$ cat src/rtl/rdiv_pkg.sv
// Shared types for the restoring divider.
// Assumes: nothing beyond IEEE 1800-2017.
package rdiv_pkg;

    // Control states of the divider sequencer.
    typedef enum logic [1:0] {
        ST_IDLE = 2'd0,
        ST_RUN  = 2'd1,
        ST_FIN  = 2'd2
    } rdiv_state_e;

endpackage

$ cat src/rtl/rdiv_magnitude.sv
// Converts an operand to an unsigned magnitude and reports whether it was negative.
// Assumes: in unsigned mode the value is passed through untouched; the most
// negative value maps to its own bit pattern, which is correct as an unsigned magnitude.
module rdiv_magnitude #(
    parameter int W = 8
) (
    input  logic [W-1:0] value,
    input  logic         signed_mode,
    output logic [W-1:0] mag,
    output logic         neg
);

    // Sign detect and conditional two's complement negation.
    always_comb begin
        neg = signed_mode & value[W-1];
        mag = neg ? (~value + W'(1)) : value;
    end

endmodule

$ cat src/rtl/rdiv_step.sv
// One restoring division step on the combined register {hi, lo}.
// hi is W+1 bits wide (one guard bit), lo is W bits wide.
// Assumes: hi < 2*dvs on entry, so a successful difference fits in W bits.
module rdiv_step #(
    parameter int W = 8
) (
    input  logic [2*W:0] acc,
    input  logic [W-1:0] dvs,
    output logic [2*W:0] acc_next
);

    logic [W:0]   hi;
    logic [W+1:0] trial;

    // Trial subtraction of the divisor from the high part, then shift in the quotient bit.
    always_comb begin
        hi    = acc[2*W:W];
        trial = {1'b0, hi} - {2'b00, dvs};
        if (!trial[W+1]) begin
            acc_next = {trial[W-1:0], acc[W-1:0], 1'b1};
        end else begin
            acc_next = {acc[2*W-1:0], 1'b0};
        end
    end

endmodule

$ cat src/rtl/restoring_div.sv
// Multi-cycle restoring divider, W-bit quotient and remainder.
// One subtractor and one (2W+1)-bit register: remainder in the high part,
// quotient entering at the low end. Signed mode divides magnitudes and fixes
// the signs afterwards. Assumes start is only honoured while busy is low.
module restoring_div #(
    parameter int W = 8
) (
    input  logic         clk,
    input  logic         rst_n,
    input  logic         start,
    input  logic         signed_mode,
    input  logic [W-1:0] dividend,
    input  logic [W-1:0] divisor,
    output logic         busy,
    output logic         done,
    output logic [W-1:0] quotient,
    output logic [W-1:0] remainder,
    output logic         div_by_zero
);
    import rdiv_pkg::*;

    localparam int          CW   = $clog2(W + 1);
    localparam logic [CW-1:0] LAST = CW'(W - 1);

    rdiv_state_e   state_q;
    logic [2*W:0]  acc_q;
    logic [2*W:0]  acc_next;
    logic [W-1:0]  dvs_q;
    logic [CW-1:0] cnt_q;
    logic          negq_q;
    logic          negr_q;

    logic [W-1:0]  mag_a;
    logic [W-1:0]  mag_b;
    logic          neg_a;
    logic          neg_b;
    logic [W-1:0]  quot_mag;
    logic [W-1:0]  rem_mag;

    rdiv_magnitude #(.W(W)) i_mag_a (
        .value(dividend), .signed_mode(signed_mode), .mag(mag_a), .neg(neg_a)
    );

    rdiv_magnitude #(.W(W)) i_mag_b (
        .value(divisor), .signed_mode(signed_mode), .mag(mag_b), .neg(neg_b)
    );

    rdiv_step #(.W(W)) i_step (
        .acc(acc_q), .dvs(dvs_q), .acc_next(acc_next)
    );

    // Final correction: the high part was shifted once too often.
    always_comb begin
        quot_mag = acc_q[W-1:0];
        rem_mag  = acc_q[2*W:W+1];
    end

    // Busy covers the iteration and the sign-fix cycle.
    assign busy = (state_q != ST_IDLE);

    // Sequencer, datapath register and result registers.
    always_ff @(posedge clk) begin
        if (!rst_n) begin
            state_q     <= ST_IDLE;
            acc_q       <= '0;
            dvs_q       <= '0;
            cnt_q       <= '0;
            negq_q      <= 1'b0;
            negr_q      <= 1'b0;
            done        <= 1'b0;
            quotient    <= '0;
            remainder   <= '0;
            div_by_zero <= 1'b0;
        end else begin
            done <= 1'b0;
            case (state_q)
                ST_IDLE: begin
                    if (start) begin
                        if (divisor == '0) begin
                            done        <= 1'b1;
                            div_by_zero <= 1'b1;
                            quotient    <= '1;
                            remainder   <= dividend;
                        end else begin
                            acc_q   <= {{W{1'b0}}, mag_a, 1'b0};
                            dvs_q   <= mag_b;
                            cnt_q   <= '0;
                            negq_q  <= neg_a ^ neg_b;
                            negr_q  <= neg_a;
                            state_q <= ST_RUN;
                        end
                    end
                end
                ST_RUN: begin
                    acc_q <= acc_next;
                    cnt_q <= cnt_q + CW'(1);
                    if (cnt_q == LAST) begin
                        state_q <= ST_FIN;
                    end
                end
                ST_FIN: begin
                    quotient    <= negq_q ? (~quot_mag + W'(1)) : quot_mag;
                    remainder   <= negr_q ? (~rem_mag + W'(1)) : rem_mag;
                    div_by_zero <= 1'b0;
                    done        <= 1'b1;
                    state_q     <= ST_IDLE;
                end
                default: state_q <= ST_IDLE;
            endcase
        end
    end

    AST_DONE_PULSE: assert property (@(posedge clk) disable iff (!rst_n)
        done |=> !done);
    AST_BUSY_DONE_EXCL: assert property (@(posedge clk) disable iff (!rst_n)
        busy |-> !done);
    AST_CNT_RANGE: assert property (@(posedge clk) disable iff (!rst_n)
        (state_q == ST_RUN) |-> (cnt_q < CW'(W)));
    AST_HOLD_OPERANDS: assert property (@(posedge clk) disable iff (!rst_n)
        busy |=> $stable(dvs_q));
    AST_DZ_QUOT: assert property (@(posedge clk) disable iff (!rst_n)
        (done && div_by_zero) |-> (quotient == '1));
    AST_REM_BOUND: assert property (@(posedge clk) disable iff (!rst_n)
        (done && !div_by_zero && !negq_q && !negr_q) |-> (remainder < dvs_q));
    AST_RESULT_HOLD: assert property (@(posedge clk) disable iff (!rst_n)
        !$stable(quotient) |-> done);

endmodule

$ cat config.mk
export PLATFORM = sky130hd
export DESIGN_NAME = restoring_div
export DESIGN_NICKNAME = d
export VERILOG_FILES = /design/src/rtl/rdiv_pkg.sv /design/src/rtl/rdiv_magnitude.sv /design/src/rtl/rdiv_step.sv /design/src/rtl/restoring_div.sv
export SDC_FILE = /design/constraint.sdc
export NUM_CORES = 1
export LEC_CHECK = 0
export ABC_AREA = 1
export BUFFER_PORTS_ARGS = -buffer_cell sky130_fd_sc_hd__buf_2
export CORE_ASPECT_RATIO = 1.5
export CORE_MARGIN = 8
export CORE_UTILIZATION = 60
export CTS_BUF_LIST = sky130_fd_sc_hd__clkbuf_8
export CTS_CLUSTER_DIAMETER = 200
export DETAILED_ROUTE_END_ITERATION = 10
export PLACE_DENSITY = 0.92
export SETUP_SLACK_MARGIN = 0.4
export SYNTH_ARGS = -nofsm -noshare
export SYNTH_HDL_FRONTEND = slang
export SYNTH_SLANG_ARGS = --single-unit
$ cat constraint.sdc
create_clock -name clk -period 3.3 [get_ports clk]
set_input_delay 0.66 -clock clk [delete_from_list [all_inputs] [get_ports clk]]
set_output_delay 0.66 -clock clk [all_outputs]
set_load 0.01 [all_outputs]
After elaboration in Yosys (flattened, before gate mapping) --
Cells that the tools add are included.
Word-level totals: register bits after elaboration 51, input bits 20, output and inout port bits 19, logic and storage cells 67
Operators by class: add/sub/neg operators 6, equality and inequality tests 7, mux-type cells 27, bitwise operators 8, reduce and logical (&&, ||, !) cells 9
Operators with widths (number):
- $mux W8 | 8
- $mux W17 | 3
- $pmux W17 S2 | 1
- $add A8 B1 Y8 const B | 4
- $not A8 Y8 | 4
- $pmux W8 S2 | 2
- $reduce_and A3 Y1 | 4
- $sub A9 B8 Y10 | 1
- $logic_not A8 Y1 | 1
- $mux W4 | 2
- $ne A2 B2 Y1 const B | 4
- $pmux W4 S2 | 1
- $mux W2 | 3
- $reduce_bool A2 Y1 | 3
- $add A4 B1 Y4 const B | 1
- $eq A4 B3 Y1 const B | 1
- $mux W1 | 4
- $pmux W1 S2 | 2
- $pmux W2 S2 | 1
- $and A1 B1 Y1 | 2
- $eq A2 B1 Y1 const B | 1
- $eq A2 B2 Y1 const B | 1
- $logic_not A2 Y1 | 1
- $not A1 Y1 | 1
- $xor A1 B1 Y1 | 1

Depth between registers and ports, before layout --
word-level depth 6, depth in mapped cells 12, mapped depth without buffers 12

Cells and area by module --
Synthesis repeated with hierarchy kept, for this count alone.
Second synthesis, totals: cell total of the unflattened synthesis 548, area, all modules 3555.9 µm²
Modules (own cells, without submodules):
- restoring_div | times used 1, cells an instance 358, area an instance 2459.9 µm², seq. area each 1021.0 µm²
- rdiv_step | times used 1, cells an instance 112, area an instance 713.2 µm², seq. area each 0.0 µm²
- rdiv_magnitude | times used 2, cells an instance 39, area an instance 191.4 µm², seq. area each 0.0 µm²

Worst setup path after synthesis --
No wires, ideal clock.
path type input port to flip-flop, start point input port divisor[0], end point register negr_q, library setup time 0.125 ns, arrival time 1.626 ns, data required time 3.175 ns, slack 1.548 ns, stages on the path 9, buffers on the path 0, cell sequence inv_1 -> ha_1 -> nand3_2 -> nor2_4 -> nand3_1 -> nand3_2 -> inv_2 -> nand2_1 -> o22ai_1
Between the ends: cells in the longest elaborated chain, start to end 3
RTL lines:
- from (decl) | line restoring_div.sv:13 | input logic [W-1:0] divisor,
- $logic_not A8 Y1 | line restoring_div.sv:79 | if (divisor == '0) begin
- $not A1 Y1 (no line)
- $reduce_and A3 Y1 (no line)
- to (signal assigned) | line restoring_div.sv:89 | negr_q <= neg_a;
- to (decl) | line restoring_div.sv:31 | logic negr_q;
No other way between the ends. A chain may end at the register's enable or synchronous reset.

Worst setup path after layout --
start point input port divisor[0], end point register cnt_q[0]
Between the ends: cells in the longest elaborated chain, start to end 3
RTL lines:
- $logic_not A8 Y1 | line restoring_div.sv:79
- $ne A2 B2 Y1 (no line)
- $reduce_and A3 Y1 (no line)
- to (signal assigned) | line restoring_div.sv:96 | cnt_q <= cnt_q + CW'(1);
- to (decl) | line restoring_div.sv:29 | logic [CW-1:0] cnt_q;
No other way between the ends.

==> impl_metrics.toml <==
[route]
viasPerCell = 5.54
vias = 3298
first_pass_iters = 5
drt_iter0_drc = 183
drc_errors = 0
drtAntennaViolNets = 0
post_drt_wl_per_cell_um = 14.0
finalWirelength_um = 8310

[sta]
max_slew_margin_pct = 34.7
setup_tns_ns = 0
skew_ns = 0.00500
maxSlewViolCount = 0
rsz0062_at_grt = "no"
hold_violations = 0
fmax_ghz = 0.502
setup_viol = 0
min_period_ns = 1.99
worstMarginPinSlew_ns = 0.979
min_period_over_period_pct = 60.3

[clock_tree]
cts_buffers = 5
cts_tree = "yes"
clkTransAtPathRegs_ns = 0.09
cts_setup_buffers = 0
clk_latency_ns = 0.31
clkSinkCount = 51
cts_hold_buffers = 0
htree_levels = 2
cts_buffer_depth = 2
cts_root_buffer = "clkbuf_8"
post_cts_resized = 0

[placed_design]
dp_hpwl_um = 6380
numPortBuffers = 38
placed_cell_area_um2 = 3450
gp_congestion = 0.929
dp.cells = 587

[cells_and_area]
antenna_cells = 0
drive_above_1_share_pct = 13.9
final_util_pct = 66.3
area_delta_synth_final_pct = 9.12
stdcell_area_um2 = 3530
final_nets = 558
nFillCells = 438
seq_area_um2 = 1020
multi_input_area_um2 = 1850
fin_cells = 595

[critical_path]
crit_end = "cnt_q[0]"
end_kind = "register"
critPathKind = "in2reg"
arrival_ns = 2.25
rr_worst_depth = 11
r2r-end = "acc_q[16]"
worstSetupStartpoint = "divisor[0]"
rrSetupSlack_ns = 1.49
worstPathRequired_ns = 3.56
reg2reg_from = "acc_q[12]"
startpoint_type = "primary input"
crit_fanout = 13

[yosys]
synth.area.top_cells = "dfxtp_1 32%, nand2_1 15%, inv_1 8.2%, a21oi_1 6.8%, nand3_1 6.8%"
syn_inst = 491
synth_ff_type = "dfxtp_1"
synthArstFlopShare_pct = 0
synthMostInstantiatedCell = "nand2_1"
ys_ff_latch = 51
synth_edf_count = 0
yosysTopAreaCell = "dfxtp_1"
synth_fp_nets = 525
ys_seq_area_share_pct = 31.5
syn_area_um2 = 3240
avgSynthCellArea_um2 = 6.59
ys.warnings.count = 0
synthTopCellsByCount = "129 x nand2_1, 71 x inv_1, 51 x dfxtp_1"
synth_cell_types = 36
synthDominantCellAreaShare_pct = 31.5

[floorplanning]
core_um2 = 5330
die_h_um = 106
boundaryPins = 39
fp.dieArea_um2 = 8050
rows = 33
fp.dieW_um = 76.0
initial_core_util_pct = 60.8

[global_routing]
grt_pass1_vias = 3251
grt_overflow = 0
grt_pass1_wl_um = 14100
grt_antenna_before_repair = 0
grtUsageTotal_pct = 20.8
grt_max_degree = 32

[power_and_ir_drop]
leakage_nw = 1.71
powerDensity_nw_per_um2 = 658
ir_drop_uv = 456

[worst_hold_path]
hold_class = "reg2reg"

[flow_run]
cap_violations = 0

[status]
outcome = "completed"
-- critical path, cell delays in order --
cell     delay [ns]
buf_2          0.09
inv_1          0.08
ha_1           0.19
nand3_2        0.11
nor2_4         0.13
nand4_1        0.09
nand3_1        0.38
buf_4          0.27
nand2_1        0.06
o21ai_0        0.07
nand2_1        0.07
inv_1          0.05
-- flip-flops by register name, summed over array words and instances, names as in the netlist --
name         cells
dvs_q            8
negq_q           1
done             1
negr_q           1
remainder        8
div_by_zero      1
quotient         8
acc_q           17
state_q          2
cnt_q            4
-- per-stage QoR --
stage          setup WS (ns)  hold WS [ns]  power, mW
2_1_floorplan           1.55         0.439       1.72
3_3_place_gp            1.06         0.449       1.92
3_5_place_dp           0.996         0.458       1.96
4_1_cts                 1.32         0.472       2.31
5_1_grt                 1.08         0.496       2.52
6_report                1.31         0.473       2.33
-- how the worst min path moves through the flow --
stage / start / cells after the start / to / slack, ns
2_1_floorplan: acc_q[0] / 2 / acc_q[0] / 0.44
3_3_place_gp: acc_q[0] / 2 / acc_q[0] / 0.45
3_5_place_dp: acc_q[8] / 2 / acc_q[8] / 0.46
4_1_cts: acc_q[8] / 2 / acc_q[8] / 0.47
5_1_grt: acc_q[0] / 2 / acc_q[0] / 0.50
6_report: acc_q[8] / 2 / acc_q[8] / 0.47
-- routing by layer --
metal | share of wire [%] | track usage (%)
met1 | 37 | 20.3
met4 | 3.4 | 13.5
met3 | 4.8 | 3.04
met2 | 54 | 39.4
met5 | 0 | 0
-- cells by family (layout without fill, tap and decap cells) --
family                   Yosys count  after routing  share of synthesized area (%)
buffers and inverters             90            124                           11.2
XOR/XNOR                           9              9                           2.43
adder cells (fa/ha/maj)           14             14                           5.64
AND/OR/NAND/NOR                  231            231                           33.0
flip-flops                        51             51                           31.5
AO/OA/AOI/OAI                     96             96                           16.2
-- cells in the final DEF, fill, tap and decap left out, types with 2 or more instances in the layout --
cell,n
a21oi_1,44
o21ai_0,33
o21ai_1,3
nor3_1,5
ha_1,13
nand3_2,2
a211oi_1,2
inv_2,6
o22ai_1,7
xor2_1,8
nand2_2,6
o211ai_1,3
dfxtp_1,51
clkbuf_8,5
nand4_1,12
nand3_1,44
buf_2,38
nand3_4,2
nor2_4,3
nor2_1,21
or2_2,2
inv_1,72
nand2_1,129
-- where the power goes --
group | total [mW] | switching (mW) | internal, mW
sequential | 0.747 | 0.0641 | 0.683
combinational | 1.22 | 0.782 | 0.440
clock | 0.357 | 0.211 | 0.146
total | 2.33 | 1.06 | 1.27
-- cell type report --
cell class	instances	area share, %
Tap cell	70	2.48
Sequential cell	51	28.9
Timing Repair Buffer	39	5.59
Multi-Input combinational cell	350	52.4
Clock inverter	3	0.460
Clock buffer	5	1.95
Inverter	77	8.18
No activity file was read; power rests on OpenSTA's default activity.
